File: config.mk
export PLATFORM = sky130hd
export DESIGN_NAME = audio_clk_divider
export DESIGN_NICKNAME = d
export VERILOG_FILES = /design/src/rtl/audio_clk_divider.sv
export SDC_FILE = /design/constraint.sdc
export NUM_CORES = 1
export LEC_CHECK = 0
export BUFFER_PORTS_ARGS = -buffer_cell sky130_fd_sc_hd__buf_2
export CORE_MARGIN = 1
export CORE_UTILIZATION = 37
export CTS_CLUSTER_DIAMETER = 200
export DETAILED_ROUTE_END_ITERATION = 8
export PLACE_DENSITY = 0.66
export SLEW_MARGIN = 10
export SYNTH_ARGS = -nofsm -noshare
export SYNTH_HDL_FRONTEND = slang
export SYNTH_SLANG_ARGS = --single-unit
export TNS_END_PERCENT = 50
File: constraint.sdc
create_clock -name clk -period 3.1 [get_ports clk]
set_clock_uncertainty 0.05 [all_clocks]
set_input_delay 0.465 -clock clk [delete_from_list [all_inputs] [get_ports clk]]
set_output_delay 0.465 -clock clk [all_outputs]
set_load 0.01 [all_outputs]
File: src/rtl/audio_clk_divider.sv
module audio_clk_divider #(
  parameter int PM_W    = 8,
  parameter int FP_W    = 4,
  parameter int PRE_DIV = 8
) (
  input  logic            clk,
  input  logic            rst,
  input  logic            pre_en,
  input  logic [PM_W-1:0] pm_sel,
  input  logic [FP_W-1:0] fp_sel,
  input  logic            full_bypass,
  output logic            mclk,
  output logic            mclk_tick,
  output logic            bclk,
  output logic            bclk_tick
);
  localparam int PRE_W = $clog2(PRE_DIV);
  localparam int BC_W  = FP_W + 1;
  localparam logic [PRE_W-1:0] PRE_LAST = PRE_W'(PRE_DIV - 1);

  logic [PRE_W-1:0] pre_cnt;
  logic             pre_q;
  logic [PM_W-1:0]  pm_cnt, pm_q;
  logic [FP_W-1:0]  fp_q;
  logic [BC_W-1:0]  bc, span, hi_last, bc_inc;
  logic             mclk_q, bclk_q, mtick_q, btick_q;
  logic             tick_a, tick_b, step, wrap, src_gate;

  assign tick_a  = !pre_q || (pre_cnt == PRE_LAST);
  assign tick_b  = tick_a && (pm_cnt == pm_q);
  assign step    = full_bypass || tick_b;
  assign span    = full_bypass ? BC_W'(fp_q) : {fp_q, 1'b1};
  assign hi_last = full_bypass ? BC_W'(fp_q >> 1) : BC_W'(fp_q);
  assign wrap    = bc >= span;
  assign bc_inc  = bc + BC_W'(1);

  always_ff @(posedge clk) begin
    if (rst || tick_a) begin
      pre_cnt <= '0;
      pre_q   <= pre_en;
    end else begin
      pre_cnt <= pre_cnt + PRE_W'(1);
    end
  end

  always_ff @(posedge clk) begin
    if (rst || tick_b) begin
      pm_cnt <= '0;
      pm_q   <= pm_sel;
    end else if (tick_a) begin
      pm_cnt <= pm_cnt + PM_W'(1);
    end
  end

  always_ff @(posedge clk) begin
    if (rst) begin
      mclk_q  <= 1'b0;
      mtick_q <= 1'b0;
    end else begin
      if (tick_b) mclk_q <= !mclk_q;
      mtick_q <= full_bypass || (tick_b && !mclk_q);
    end
  end

  always_ff @(posedge clk) begin
    if (rst) begin
      bc      <= full_bypass ? BC_W'(fp_sel) : {fp_sel, 1'b1};
      fp_q    <= fp_sel;
      bclk_q  <= 1'b0;
      btick_q <= 1'b0;
    end else begin
      btick_q <= step && wrap;
      if (step) begin
        if (wrap) begin
          bc     <= '0;
          fp_q   <= fp_sel;
          bclk_q <= 1'b1;
        end else begin
          bc     <= bc_inc;
          bclk_q <= bc_inc <= hi_last;
        end
      end
    end
  end

  assign src_gate  = clk && !rst;
  assign mclk      = full_bypass ? src_gate : mclk_q;
  assign bclk      = (full_bypass && fp_q == '0) ? src_gate : bclk_q;
  assign mclk_tick = mtick_q;
  assign bclk_tick = btick_q;
endmodule


==> results.md, run 1 <==
* Worst path required time at 2580 ps
* Die H at 70.4 um
* Avg WL per Cell at 13.3 um
* Mapped Nets at 182
* Top cell type's share of synthesized area at between 30% and 40%
* Cell count after synthesis at around 150
* Final-layout fill cell count at 401
* # IOs at 20
* Maximum vdd drop at between 0.3 and 0.4 mV
* Clock Latency Late Sink at approximately 390 ps
* Placer Congestion at 0.765
* Register bit total from synthesis at 33
* Synth unique cells at 44
* Die width at just over 70 um
* Initial Util at 39.3%
* Setup Fix Bufs, Post-CTS at 0
* Critical path endpoint category: output port
* Vias in the first global route at ~1,200
* Worst min path class: in2reg
* Synthesized area at 1730 um2
* Ys Warns at 0
* DR iter-0 viols at 35
* Critical Path Start Type: clock port
* Row count at 24
* Outcome: complete, no violations
* Clk pin slew, worst setup/hold paths at 70 ps
* Final WS setup at between 150 and 200 ps
* IO Port Bufs at 19
* Share of layout cells above drive strength 1 at 29.1%
* Die ar. at 4960 um2
* CP Class: clk2out
* Pre-CTS setup slack at 539 ps
* Synth Area in Simple Gates at 15.9%
* Pwr per Cell Area at 655 nW/um2
* Yosys top cell by area: edfxtp_1
* Max-slew violation count at 0
* DR pass1 iterations at 4
* Synth Area in XOR/XNOR at 9.53%
* Initial antenna violation count at 0
* Total congestion overflow at 0
* Compound-Gate Fraction of Synth Area at 8.59%
* Final setup vio count at 0
* Total GRT Usage at 15.6%
* Setup TNS at 0 ps
* Residual DRC count at 0
* Largest net degree at the start of global routing at 14
* Syn_area_per_cell at 11.3 um2
* TritonCTS clock tree: done
* Max Fanout on Critical Path at 2
* Antenna Nets Post-Route at 0
* Final non-filler cell total at 234
* # placed instances at 221
* Arrival @ worst endpoint at between 2000 and 2500 ps
* Area contributors post-synth: edfxtp_1 (31%), dfxtp_1 (17%), ha_1 (9.4%)
* Mean number of vias per cell at 5.10
* Worst-margin pin slew at between 500 and 600 ps
* Area grow syn2layout at 21.1%
* Post-CTS Hold Fix Bufs at 0
* Multiplexer area fraction after synthesis at 4.77%
* Multi-input logic area at 850 um2
* Leak Pwr at approximately 0.84 nW
* Hold Vio Cnt, Final at 0
* RSZ-0062 raised after global routing: false
* Largest family of logic cells by synthesized area: simple AND/OR/NAND/NOR gates
* Core area at 4410 um2
* Final HPWL DP at roughly 2200 um
* N_diodes at 0
* Post-synthesis sequential area ratio at roughly half
* Vias post-DR at 1,193
* Hold Crit Start: pm_sel[2]
* Relative slew slack at 62.3%
* First-pass GRT wire length at 5350 um
* Nets@finish at 210
* Critical Path Source: clk
* Max-Cap Viols at 0
* Storage element area at 841 um2
* Post-Synth Adder-Cell Area at 9.39%
* Routed WL at 3110 um
* R2R Path Start: pre_cnt[0]
[power by group]
group	internal (mW)	total [mW]	switching [mW]
Combinational	0.0944	0.214	0.120
Sequential	0.504	0.532	0.0279
Clock	0.432	0.630	0.198
[worst paths after layout]
path                              endpoint  slack, ps  cells after the start
worst min-delay path               pm_q[2]        190                      1
worst max register to register   pm_cnt[1]        790                      8
worst max-delay path                  bclk        150                      6
worst min register to register  pre_cnt[0]        380                      1
[layer usage]
layer | up-vias | wire [um] | global-route usage [%]
met5 | - | 0 | 0
met4 | 0 | 128 | 17.6
met3 | 14 | 231 | 8.66
met2 | 40 | 1450 | 20.4
met1 | 545 | 1300 | 16.3
li1 | 594 | - | -
[registers in the layout, summed over array words and instances (netlist names)]
name / cells
bc: 5
pre_q: 1
bclk_q: 1
pre_cnt: 3
fp_q: 4
mclk_q: 1
pm_cnt: 8
pm_q: 8
mclk_tick: 1
bclk_tick: 1
[metrics by stage]
step	total power, mW	instance area (um2)	util, %	hold slack, ps
6_report	1.38	2100	47.5	192
5_1_grt	1.47	2100	47.5	176
4_1_cts	1.43	2110	47.8	177
3_5_place_dp	0.775	1870	42.4	374
3_3_place_gp	0.773	1870	42.4	357
2_1_floorplan	0.714	1730	-	349
[cells by family after synthesis]
family,count (synthesis)
compound gates,21
flops,33
mux,8
xor+xnor,18
buf+inv,12
fa+ha+maj,13
simple gates,48
[final cells by class]
type | count | share of cell area, %
clock buffers | 13 | 8.83
well taps | 52 | 3.10
multi-input cells | 108 | 40.5
flip-flops and latches | 33 | 40.1
clock inverters | 2 | 1.67
repair buffers | 18 | 4.41
inverters | 8 | 1.43
[Yosys cell counts, drive strengths merged]
cell type  count
buf            4
nor4           1
a32o           1
a21oi          6
dfxtp         15
o22ai          2
nand3          3
xnor2         13
edfxtp        18
a211oi         1
and3           1
or3            1
inv            8
o31ai          1
xor2           5
nor2b          1
nand2b         6
nor3           2
a311oi         1
mux2i          6
o211ai         1
or2            1
a31oi          1
a21boi         1
ha            13
nand4          5
o21ai          4
o21a           1
a21bo          1
mux2           2
nand2         12
nor2          15
[timing repair]
action / CTS / global route
setup endpoints to repair: 2 / 1
gates resized for setup: 6 / 0
pin swaps: 0 / 0
[layout by cell type, fill, tap and decap left out, drive strengths merged]
master / count
nor2b: 1
or3: 1
nor4: 1
xor2: 5
mux2i: 6
nand3: 3
nand4: 5
or2: 1
dfxtp: 15
clkinv: 1
a311oi: 1
bufinv: 1
o22ai: 2
mux2: 2
o21ai: 4
buf: 20
a32o: 1
a21boi: 1
o31ai: 1
clkbuf: 11
edfxtp: 18
nor3: 2
and3: 1
nor2: 15
a21bo: 1
ha: 13
a31oi: 1
o211ai: 1
nand2: 12
inv: 8
a211oi: 1
a21oi: 6
o21a: 1
nand2b: 6
xnor2: 13
[worst max-delay path: stages]
cell and delay, ps:
clkbuf_8 120, clkbuf_8 120, nor2b_4 120, clkbuf_8 140
mux2_4 270, buf_6 120
No activity file was read; power rests on OpenSTA's default activity.
==> run 2, diff against run 1 <==
Settings changed: CORE_MARGIN 1 to 2, RECOVER_POWER from default to 25.
==> run 2 against run 1 <==
- clock-buffer cell count is 3 higher
- routed wire length shrank 5.3%
- final cell count up 0.43%
- clock power is 13% lower
- die area rose by 5.8%
- utilization decreased by 1.0 points
- non-clock buffer count stayed put
==> results.md, run 2 (synthesized netlist as in run 1, its figures left out) <==
* Outcome: complete, no violations
* Share of layout cells above drive strength 1 at 26.2%
* Total GRT Usage at 13.5%
* Max-slew violation count at 0
* Final WS setup at between 40 and 50 ps
* Critical Path Start Type: clock port
* Initial Util at 39.0%
* Routed WL at 2950 um
* Vias post-DR at 1,160
* Max-Cap Viols at 0
* Buffers plus inverters on the worst setup path at 5
* Nets@finish at about 210
* Worst-margin pin slew at 376 ps
* RSZ-0062 raised after global routing: false
* CP Class: clk2out
* Post-CTS Hold Fix Bufs at 0
* Die ar. at 5250 um2
* Area grow syn2layout at 19.3%
* Avg WL per Cell at between 10 and 15 um
* Leak Pwr at ~0.8 nW
* Arrival @ worst endpoint at 2540 ps
* Antenna Nets Post-Route at 0
* Area after DPL at between 1500 and 2000 um2
* Hold Slack at 199 ps
* Pwr per Cell Area at 625 nW/um2
* Multi-input logic area at between 800 and 900 um2
* Slowest stage delay, CP at 250 ps
* Placer Congestion at roughly 0.85
* Largest net degree at the start of global routing at 14
* Residual DRC count at 0
* Clock Latency Late Sink at 390 ps
* Total congestion overflow at 0
* Worst min path class: in2reg
* Final HPWL DP at 2150 um
* Pre-CTS setup slack at 539 ps
* Final-layout fill cell count at 414
* Slowest-stage cell, CP: mux2_4
* CP most frequent cell: clkbuf_8
* Storage element area at about 840 um2
* Clk pin slew, worst setup/hold paths at 70 ps
* Max Fanout on Critical Path at 2
* Critical path, cell by cell: clkbuf_8 > clkbuf_8 > clkbuf_8 > nor2b_4 > clkbuf_8 > mux2_4 > buf_6
* Row count at 24
* Worst path required time at 2580 ps
* DR iter-0 viols at 26
* N_diodes at 0
* CP delay by family, top: buffers and inverters
* Setup TNS at 0 ps
* Commonest non-fill, non-tap cells in the layout: edfxtp_1 (18), dfxtp_1 (15), ha_1 (13), buf_2 (13)
* IO Port Bufs at 19
* Die H at ~72 um
* Relative slew slack at between 70% and 80%
* DR pass1 iterations at 4
* # IOs at 20
* Commonest non-fill, non-tap cell in the layout: edfxtp_1
* Initial antenna violation count at 0
* Hold Vio Cnt, Final at 0
* Core area at 4440 um2
* Mean number of vias per cell at slightly below 5
* TritonCTS clock tree: done
* Final setup vio count at 0
* First-pass GRT wire length at 5020 um
* Largest registers: pm_cnt x8, pm_q x8, bc x5
* Die width at 72.4 um
* Critical path endpoint category: output port
* Maximum vdd drop at 0.365 mV
* Vias in the first global route at 1,171
* Fin area at 2070 um2
## run 2: through the flow
stage	power, mW	instances	util [%]
after floorplan	0.714	153	-
final	1.29	235	46.5
after global placement	0.775	221	42.1
after CTS	1.31	235	46.6
after detailed placement	0.774	221	42.1
after global routing	1.37	235	46.5
## run 2: report_power, final
part	total [mW]	internal [mW]	switching, mW
registers	0.532	0.504	0.0281
clock network	0.549	0.353	0.196
logic	0.212	0.0936	0.118
total	1.29	0.951	0.342
## run 2: area by class of cell
type	instances	share of cell area, %
multi-input combinational	108	41.1
sequential	33	40.7
clock buffer	16	9.44
timing repair buffer	18	4.23
tap	52	3.15
inverter	8	1.45
## run 2: final timing paths
path	from	endpoint	slack, ps	cells after the start
worst max-delay path	clk	bclk	40	7
worst min-delay path	pm_sel[4]	pm_q[4]	200	1
worst max register to register	pre_cnt[0]	fp_q[2]	850	7
worst min register to register	pre_cnt[0]	pre_cnt[0]	380	1
## run 2: what timing repair did
item                       4_1_cts  5_1_grt
setup endpoints to repair        2        0
resized for setup                6        0
buffers inserted                 0        0
## run 2: layer usage
metal	GRT usage, %	wire length (um)	vias to the layer above
met4	10.9	63	0
met2	19.1	1400	37
li1	-	-	597
met3	8.06	207	6
met5	0	0	-
met1	14.3	1280	520
==> run 3, diff against run 2 <==
Settings changed: RECOVER_POWER 25 to default.
==> run 3 against run 2 <==
- sequential power barely moved
- clock-buffer cell count unchanged
- sequential share of layout area down 0.098 points
- register-to-register slack about the same
- non-clock buffer count unchanged
- sequential cell count stayed put
- utilization increased by 0.11 points
- design area up 0.24%
- first-iteration DRC count fell by 19%
- via count grew 0.17%
- critical endpoint unchanged
==> results.md, run 3 (synthesized netlist as in run 1, its figures left out) <==
* Outcome: complete, no violations
* Area after DPL at 1870 um2
* Storage element area at between 800 and 900 um2
* Buffers plus inverters on the worst setup path at 5
* Leak Pwr at 0.831 nW
* Pwr per Cell Area at ~620 nW/um2
* Critical path, cell by cell: clkbuf_8 > clkbuf_8 > clkbuf_8 > nor2b_4 > clkbuf_8 > mux2_4 > buf_6
* Worst path required time at 2580 ps
* Final HPWL DP at about 2200 um
* IO Port Bufs at 19
* Relative slew slack at 74.3%
* Residual DRC count at 0
* Commonest non-fill, non-tap cell in the layout: edfxtp_1
* Sw frac at 26.5%
* TritonCTS clock tree: done
* Largest net degree at the start of global routing at 14
* Max-slew violation count at 0
* Vias in the first global route at around 1,200
* Slowest stage delay, CP at ~250 ps
* Clk pin slew, worst setup/hold paths at 70 ps
* CP most frequent cell: clkbuf_8
* Mean number of vias per cell at 4.94
* Worst min path class: in2reg
* Share of layout cells above drive strength 1 at 28.4%
* Max-Cap Viols at 0
* Logic pwr share at 16.5%
* Critical path endpoint category: output port
* Die width at between 70 and 80 um
* Multi-input logic area at 850 um2
* Hold Vio Cnt, Final at 0
* Largest registers: pm_cnt x8, pm_q x8, bc x5
* Area grow syn2layout at 19.6%
* Avg WL per Cell at 12.5 um
* Initial antenna violation count at 0
* Vias post-DR at ~1,200
* Final setup vio count at 0
* Routed WL at around 2900 um
* Setup TNS at 0 ps
* CP Class: clk2out
* Pint at ~0.95 mW
* Total congestion overflow at 0
* First-pass GRT wire length at 5020 um
* # IOs at 20
* Clock power frac at 42.5%
* Nets@finish at around 210
* Slowest-stage cell, CP: mux2_4
* DR pass1 iterations at 4
* Total GRT Usage at 13.5%
* Initial Util at 39.0%
* Final-layout fill cell count at 413
* Die H at approximately 72 um
* Arrival @ worst endpoint at about 2500 ps
* DR iter-0 viols at 21
* Antenna Nets Post-Route at 0
* Worst-margin pin slew at 382 ps
* Row count at 24
* N_diodes at 0
* Core area at 4440 um2
* CP delay by family, top: buffers and inverters
* Commonest non-fill, non-tap cells in the layout: edfxtp_1 (18), buf_2 (17), dfxtp_1 (15)
* Critical Path Start Type: clock port
* Fin area at 2070 um2
* Clock Latency Late Sink at between 300 and 400 ps
* Placer Congestion at 0.846
* Die ar. at 5250 um2
* Max Fanout on Critical Path at 2
* Maximum vdd drop at 0.365 mV
* Sequential Power Share at 41.1%
* Sw power at 0.343 mW
* RSZ-0062 raised after global routing: false
run 3: per-layer routing:
layer  wire length, um  part of all wire, %  vias up  global-route usage (%)
li1                  -                    -      597                       -
met1              1290                   44      521                    14.3
met2              1390                   47       38                    19.1
met3               196                  6.7        6                    8.06
met4                63                  2.1        0                    10.9
met5                 0                    0        -                       0
run 3: cell type report:
class	instances	share of cell area [%]
tap	52	3.14
clock buffer	16	9.41
multi-input combinational	108	41.0
timing repair buffer	18	4.47
sequential	33	40.6
inverter	8	1.45
run 3: power groups by stage:
stage          Clock, mW  Sequential, mW  Combinational [mW]
2_1_floorplan     0.0169           0.534               0.163
3_3_place_gp      0.0217           0.542               0.211
3_5_place_dp      0.0217           0.542               0.211
4_1_cts            0.569           0.532               0.212
5_1_grt            0.597           0.536               0.241
6_report           0.549           0.532               0.213
run 3: what timing repair did:
action	4_1_cts	5_1_grt
setup endpoints to repair	2	0
gates resized for setup	6	0
hold buffers	0	0
buffers inserted	0	0
run 3: stage by stage:
stage	cells	utilization, %	worst slack, ps	power, mW	hold slack (ps)
after CTS	235	46.6	28.4	1.31	188
after global routing	235	46.6	13.5	1.37	176
after detailed placement	221	42.1	539	0.774	374
after floorplan	153	-	627	0.714	349
after global placement	221	42.1	540	0.775	357
final	235	46.6	44.1	1.29	199
run 3: path summary, 6_finish.rpt:
kind / start / end / slack [ps] / depth (start not counted)
setup / recovery: clk / bclk / 40 / 7
hold / removal: pm_sel[4] / pm_q[4] / 200 / 1
setup reg to reg: pre_cnt[0] / fp_q[1] / 850 / 7
hold reg to reg: pre_cnt[0] / pre_cnt[0] / 380 / 1
